File: src/rtl/lebl_pkg.sv
package lebl_pkg;
  typedef enum logic [1:0] {
    TRIG_RISE = 2'd0,
    TRIG_FALL = 2'd1,
    TRIG_ANY  = 2'd2,
    TRIG_NONE = 2'd3
  } trig_mode_e;
endpackage

File: src/rtl/lebl_edge_detect.sv
// One PWM input: remembers the previous value and reports a qualifying edge.
module lebl_edge_detect (
  input  logic                  clk_i,
  input  logic                  rst_ni,
  input  logic                  sig_i,
  input  logic                  allow_i,
  input  lebl_pkg::trig_mode_e  mode_i,
  output logic                  hit_o
);
  logic prev_q, prev_d;
  logic rise, fall;

  always_comb begin
    prev_d = sig_i;
    rise   = sig_i & ~prev_q;
    fall   = ~sig_i & prev_q;
    unique case (mode_i)
      lebl_pkg::TRIG_RISE: hit_o = allow_i & rise;
      lebl_pkg::TRIG_FALL: hit_o = allow_i & fall;
      lebl_pkg::TRIG_ANY:  hit_o = allow_i & (rise | fall);
      default:             hit_o = 1'b0;
    endcase
  end

  always_ff @(posedge clk_i or negedge rst_ni) begin
    if (!rst_ni) prev_q <= 1'b0;
    else         prev_q <= prev_d;
  end
endmodule

File: src/rtl/lebl_window_ctr.sv
// Down-counter holding the remaining blanked cycles.
module lebl_window_ctr #(
  parameter int CNT_W = 8
) (
  input  logic             clk_i,
  input  logic             rst_ni,
  input  logic             enable_i,
  input  logic             load_i,
  input  logic [CNT_W-1:0] len_i,
  output logic [CNT_W-1:0] cnt_o,
  output logic             active_o
);
  localparam logic [CNT_W-1:0] ZERO = '0;
  localparam logic [CNT_W-1:0] ONE  = CNT_W'(1);

  logic [CNT_W-1:0] cnt_q, cnt_d;
  logic             cnt_we;

  always_comb begin
    cnt_d  = cnt_q;
    cnt_we = 1'b0;
    if (!enable_i) begin
      cnt_d  = ZERO;
      cnt_we = (cnt_q != ZERO);
    end else if (load_i) begin
      cnt_d  = len_i;
      cnt_we = 1'b1;
    end else if (cnt_q != ZERO) begin
      cnt_d  = cnt_q - ONE;
      cnt_we = 1'b1;
    end
  end

  always_ff @(posedge clk_i or negedge rst_ni) begin
    if (!rst_ni)     cnt_q <= ZERO;
    else if (cnt_we) cnt_q <= cnt_d;
  end

  assign cnt_o    = cnt_q;
  assign active_o = (cnt_q != ZERO);
endmodule

File: src/rtl/pwm_edge_blanker.sv
module pwm_edge_blanker #(
  parameter int NUM_SRC = 3,
  parameter int CNT_W   = 8
) (
  input  logic               clk_i,
  input  logic               rst_ni,
  input  logic [NUM_SRC-1:0] pwm_i,
  input  logic [NUM_SRC-1:0] src_en_i,
  input  logic [1:0]         trig_mode_i,
  input  logic [CNT_W-1:0]   blank_len_i,
  input  logic               blank_en_i,
  input  logic               cmp_i,
  output logic               cmp_o
);
  lebl_pkg::trig_mode_e mode;
  logic [NUM_SRC-1:0]   src_hit;
  logic                 trig_hit;
  logic [CNT_W-1:0]     win_cnt;
  logic                 win_active;

  assign mode = lebl_pkg::trig_mode_e'(trig_mode_i);

  for (genvar g = 0; g < NUM_SRC; g++) begin : g_src
    lebl_edge_detect u_edge (
      .clk_i   (clk_i),
      .rst_ni  (rst_ni),
      .sig_i   (pwm_i[g]),
      .allow_i (src_en_i[g]),
      .mode_i  (mode),
      .hit_o   (src_hit[g])
    );
  end

  assign trig_hit = |src_hit;

  lebl_window_ctr #(.CNT_W(CNT_W)) u_win (
    .clk_i    (clk_i),
    .rst_ni   (rst_ni),
    .enable_i (blank_en_i),
    .load_i   (trig_hit),
    .len_i    (blank_len_i),
    .cnt_o    (win_cnt),
    .active_o (win_active)
  );

  always_comb begin
    if (blank_en_i && win_active) cmp_o = 1'b0;
    else                          cmp_o = cmp_i;
  end
endmodule

File: config.mk
export PLATFORM = sky130hd
export DESIGN_NAME = pwm_edge_blanker
export DESIGN_NICKNAME = d
export VERILOG_FILES = /design/src/rtl/lebl_pkg.sv /design/src/rtl/lebl_edge_detect.sv /design/src/rtl/lebl_window_ctr.sv /design/src/rtl/pwm_edge_blanker.sv
export SDC_FILE = /design/constraint.sdc
export NUM_CORES = 1
export LEC_CHECK = 0
export ABC_AREA = 1
export CAP_MARGIN = 0
export CORE_MARGIN = 2
export CORE_UTILIZATION = 40
export CTS_CLUSTER_DIAMETER = 60
export DETAILED_ROUTE_END_ITERATION = 12
export PLACE_DENSITY = 0.66
export SYNTH_ARGS = -nofsm -noshare
export SYNTH_HDL_FRONTEND = slang
export SYNTH_HIERARCHICAL = 1
export SYNTH_SLANG_ARGS = --single-unit
File: constraint.sdc
create_clock -name clk_i -period 2.82 [get_ports clk_i]
set_clock_uncertainty 0.15 [all_clocks]
set_input_delay 0.423 -clock clk_i [delete_from_list [all_inputs] [get_ports clk_i]]
set_output_delay 0.423 -clock clk_i [all_outputs]
set_load 0.03 [all_outputs]
# Yosys cells after proc, flatten, opt, wreduce, memory -nomap -nowiden
# Index checks and enable logic that the tools add are counted.
# W data, S select, Z words.
# totals
regBits	11
inputBits	20
output_inout_bits	1
elab_cells	47
# op_classes
add_sub_neg	1
n_eq_ne	3
mux	10
bitwise_logic	24
reduce_logical	5
# op_table
operator	n
$mux W8	3
$and A1 B1 Y1	15
$pmux W1 S3	3
$reduce_bool A8 Y1	1
$sub A8 B1 Y8 const B	1
$not A1 Y1	6
$mux W1	4
$ne A3 B1 Y1 const B	1
$or A1 B1 Y1	3
$reduce_or A3 Y1	1
$eq A2 B1 Y1 const B	1
$eq A2 B2 Y1 const B	1
$logic_not A2 Y1	1
$reduce_and A2 Y1	1
$logic_and A1 B1 Y1	1

# Depth between registers and ports, before layout
# depth
depth_word	9
ltp_mapped	13
depth_no_buf	12

# Cells and area by module
# Netlist, hierarchy kept.
# modules_own_cells
module	instances	cells_each	area_each_um2	seq_area_each_um2
lebl_window_ctr	1	78	569.3	200.2
lebl_edge_detect	3	22	150.1	25.0
pwm_edge_blanker	1	5	23.8	0.0

# Worst setup path after synthesis
# OpenSTA, ideal clock, no wires.
# synth_path
path_type	in2reg
startpoint	input trig_mode_i[0]
endpoint	register u_win.cnt_q[2], in the netlist u_win/cnt_o[2]
setup_time_ps	125
arrival_time_ps	1626
required_time_ps	2545
setup_slack_ps	919
stages	12
cell_sequence	inv_1 ha_1 inv_1 nand2_1 nor2_1 nor2_1 nor2_1 nand2_1 buf_4 nand2_1 nand4_4 nor3b_2
# synth_between
elab_chain_len	6
word_cells_on_any_way	13
cone_classes	eq/ne: 3; mux: 7; reduce/logical: 3
# synth_lines
element	line	source
from (decl)	pwm_edge_blanker.sv:9	input logic [1:0] trig_mode_i,
$eq A2 B2 Y1 (tied with other cells)	lebl_edge_detect.sv:17	unique case (mode_i)
$pmux W1 S3 (*)	lebl_edge_detect.sv:17	
named net src_hit[1]	pwm_edge_blanker.sv:16	logic [NUM_SRC-1:0] src_hit;
$reduce_or A3 Y1 (*)	pwm_edge_blanker.sv:34	assign trig_hit = |src_hit;
named net trig_hit	pwm_edge_blanker.sv:17	logic trig_hit;
$mux W1	lebl_window_ctr.sv:25	end else if (load_i) begin
$mux W1	lebl_window_ctr.sv:22	if (!enable_i) begin
$reduce_and A2 Y1 (no source line)	-	
to (signal assigned)	lebl_window_ctr.sv:36	else if (cnt_we) cnt_q <= cnt_d;
to (decl)	lebl_window_ctr.sv:16	logic [CNT_W-1:0] cnt_q, cnt_d;
# The timed path passes the listed nets; every way through them passes the cells marked *.
# A chain may end at the register's enable or synchronous reset.

# Worst setup path after layout
# layout_path
startpoint	input trig_mode_i[0]
endpoint	register u_win.cnt_q[4], in the netlist u_win/cnt_o[4]
# Same word-level chain as after synthesis.

==> results.sh <==
export IMPL_root_buffer="clkbuf_4"
export IMPL_rows=18
export IMPL_p_int_w=0.000464
export IMPL_drc_errors=0
export IMPL_synthDominantCellAreaShare=0.264
export IMPL_reg2reg_from="g_src[1].u_edge/prev_q$_DFF_PN0_"
export IMPL_hold_path_class="in -> async"
export IMPL_worstMarginPinSlew_ns=0.543
export IMPL_die_x_um=55.1
export IMPL_r2r_end="u_win/cnt_o[4]$_DFFE_PN0P_"
export IMPL_fin_ws_ns=0.376
export IMPL_slew_violations=0
export IMPL_setup_viol=0
export IMPL_worstPathRequired_ns=2.83
export IMPL_synth_cell_types=20
export IMPL_maxCapViolCount=0
export IMPL_switching_power_w=0.000402
export IMPL_rsz0062_at_grt="no"
export IMPL_grt_pass1_wl_mm=3.44
export IMPL_endpoint_kind="flop"
export IMPL_grt_max_degree=12
export IMPL_status="complete, no violations"
export IMPL_cts_sinks=11
export IMPL_initial_core_util=0.421
export IMPL_fin_crit_ns=2.44
export IMPL_syn_to_final_growth_pct=27.8
export IMPL_p_total_w=0.000866
export IMPL_layout_nets=213
export IMPL_synthArstFlopShare=1.00
export IMPL_seqPwrFrac=0.300
export IMPL_syn_num_nets=185
export IMPL_dr_total_vias=958
export IMPL_crit_path_start_kind="primary input"
export IMPL_clk_latency_ns=0.27
export IMPL_switching_share=0.464
export IMPL_layout_drive_gt1_share=0.153
export IMPL_ys_flop_type="dfrtp_1"
export IMPL_reg2reg_slack_ns=0.93
export IMPL_p_leak_nw=0.731
export IMPL_ff2ff_path_depth=10
export IMPL_yosysWarnings=6
export IMPL_drt_iter0_drc=15
export IMPL_synth_common_cells="inv_1, nand2_1, nor2_1"
export IMPL_antenna_found_initial=0
export IMPL_dieArea_sq_um=3030
export IMPL_ctsHoldBuffers=0
export IMPL_avgSynthCellArea_sq_um=7.00
export IMPL_io_buffers=20
export IMPL_dp_hpwl_mm=1.76
export IMPL_yosysMostFrequentCell="inv_1"
export IMPL_power_density_nw_per_um2=649
export IMPL_hold_violations=0
export IMPL_die_h_um=55.1
export IMPL_relSlewSlack=0.637
export IMPL_utilization=0.538
export IMPL_gp_congestion=0.839
export IMPL_grtUsageTotal=0.162
export IMPL_fmax_ghz=0.409
export IMPL_clk_pin_slew_worst_paths_ns=0.08
export IMPL_path_max_fanout=8
export IMPL_netlist_area_sq_um=1040
export IMPL_diodes=0
export IMPL_numCtsBuffers=3
export IMPL_critPathKind="in -> reg"
export IMPL_wl_per_cell_um=10.1
export IMPL_core_sq_um=2480
export IMPL_netlist_instances=149
export IMPL_clock_path_buffers=2
export IMPL_synth_edf_count=0
export IMPL_grt_pass1_vias=874
export IMPL_ios=21
export IMPL_synthTopCellsByArea="dfrtp_1, ha_1, inv_1"
export IMPL_dr_pass1_iters=4
export IMPL_final_period_utilization=0.867
export IMPL_finalSetupTns_ns=0
export IMPL_crit_arrival_ns=2.45
export IMPL_via_per_inst=4.65
export IMPL_ant_nets=0
export IMPL_dp_slack_ns=0.0733
export IMPL_pwr_share_comb=0.573
export IMPL_hold_worst_slack_ns=0.346
export IMPL_seq_area_frac_synth=0.264
export IMPL_cts_tree="done"
export IMPL_cts_htree_levels=1
export IMPL_synth_seq_cells=11
export IMPL_drt_wl_total_mm=2.08
export IMPL_overflow=0
export IMPL_yosysTopAreaCell="dfrtp_1"
export IMPL_clkPwrFrac=0.126
export IMPL_peakVddDrop_v=0.000306
==> registers in the layout, indices dropped and copies added (netlist names) <==
register	flops
g_src.u_edge/prev_q	3
u_win/cnt_o	8
==> layout by cell type (no fill, tap or decap) <==
cell type | netlist | final
a21oi_1 | 1 | 1
a21oi_2 | 3 | 3
buf_4 | 1 | 4
clkbuf_4 | 0 | 3
clkdlybuf4s50_1 | 0 | 19
clkinv_2 | 0 | 1
dfrtp_1 | 11 | 11
dlymetal6s2s_1 | 0 | 1
ha_1 | 16 | 16
inv_1 | 33 | 33
inv_2 | 1 | 1
nand2_1 | 32 | 32
nand2_2 | 3 | 3
nand3_1 | 6 | 6
nand4_1 | 2 | 2
nand4_4 | 1 | 1
nor2_1 | 20 | 20
nor2_2 | 7 | 7
nor2_4 | 1 | 1
nor3b_2 | 1 | 1
o21ai_0 | 5 | 5
o21ai_1 | 2 | 2
or2_2 | 2 | 2
xor2_1 | 1 | 1
==> worst max-delay path, cell delays in order <==
cell and delay (ns):
clkdlybuf4s50_1 0.62, inv_1 0.09, ha_1 0.31, inv_1 0.06, nand2_1 0.04, nor2_1 0.08
nor2_1 0.05, nor2_1 0.10, nand2_1 0.15, nand2_1 0.15, nand4_4 0.17, nand2_2 0.16
nor2_1 0.06
==> per-stage QoR <==
stage          cell area (sq um)  cells
4_1_cts                     1330    206
3_3_place_gp                1300    202
6_report                    1330    206
5_1_grt                     1330    206
3_5_place_dp                1300    202
2_1_floorplan               1040    149
==> power groups by stage <==
stage | clock network (W) | registers, W | logic [W]
floorplan | 0 | 0.000253 | 0.000386
global placement | 0 | 0.000265 | 0.000494
detailed placement | 0 | 0.000263 | 0.000501
CTS | 0.000117 | 0.000260 | 0.000504
global route | 0.000124 | 0.000268 | 0.000573
finish | 0.000109 | 0.000260 | 0.000497
==> final cells by class <==
class | instances | area [sq um]
inverter | 34 | 128
clock inverter | 1 | 5.00
fill | 261 | 1140
sequential | 11 | 275
timing repair buffer | 24 | 233
tap | 30 | 37.5
multi-input combinational | 103 | 633
clock buffer | 3 | 22.5
==> timing repair <==
item	4_1_cts	5_1_grt
endpoints found under the setup margin	0	1
gates resized for setup	0	1
setup buffers	0	0
==> metal layers <==
| metal | vias up | part of all wire | global-route usage |
|---|---|---|---|
| li1 | 499 | - | - |
| met1 | 437 | 0.43 | 0.174 |
| met2 | 20 | 0.51 | 0.308 |
| met3 | 2 | 0.049 | 0.0242 |
| met4 | 0 | 0.0092 | 0.0732 |
| met5 | - | 0 | 0 |
==> how the worst max path moves through the flow <==
stage,startpoint,endpoint,slack [ns],cells after the start
floorplan,trig_mode_i[0],u_win/cnt_o[2]$_DFFE_PN0P_,0.92,12
global placement,trig_mode_i[0],u_win/cnt_o[4]$_DFFE_PN0P_,0.11,13
detailed placement,trig_mode_i[0],u_win/cnt_o[4]$_DFFE_PN0P_,0.07,13
CTS,u_win/cnt_o[0]$_DFFE_PN0P_,cmp_o,0.04,7
global route,trig_mode_i[0],u_win/cnt_o[4]$_DFFE_PN0P_,0.18,13
finish,trig_mode_i[0],u_win/cnt_o[4]$_DFFE_PN0P_,0.38,13
==> cell families (layout without fill, tap and decap cells) <==
logic type | Yosys count | in the layout | share of synthesized area
xor+xnor | 1 | 1 | 0.00839
flops | 11 | 11 | 0.264
fa+ha+maj | 16 | 16 | 0.192
compound gates | 11 | 11 | 0.0635
buf+inv | 35 | 62 | 0.129
simple gates | 75 | 75 | 0.343
Power figures use the tool's default switching activity.
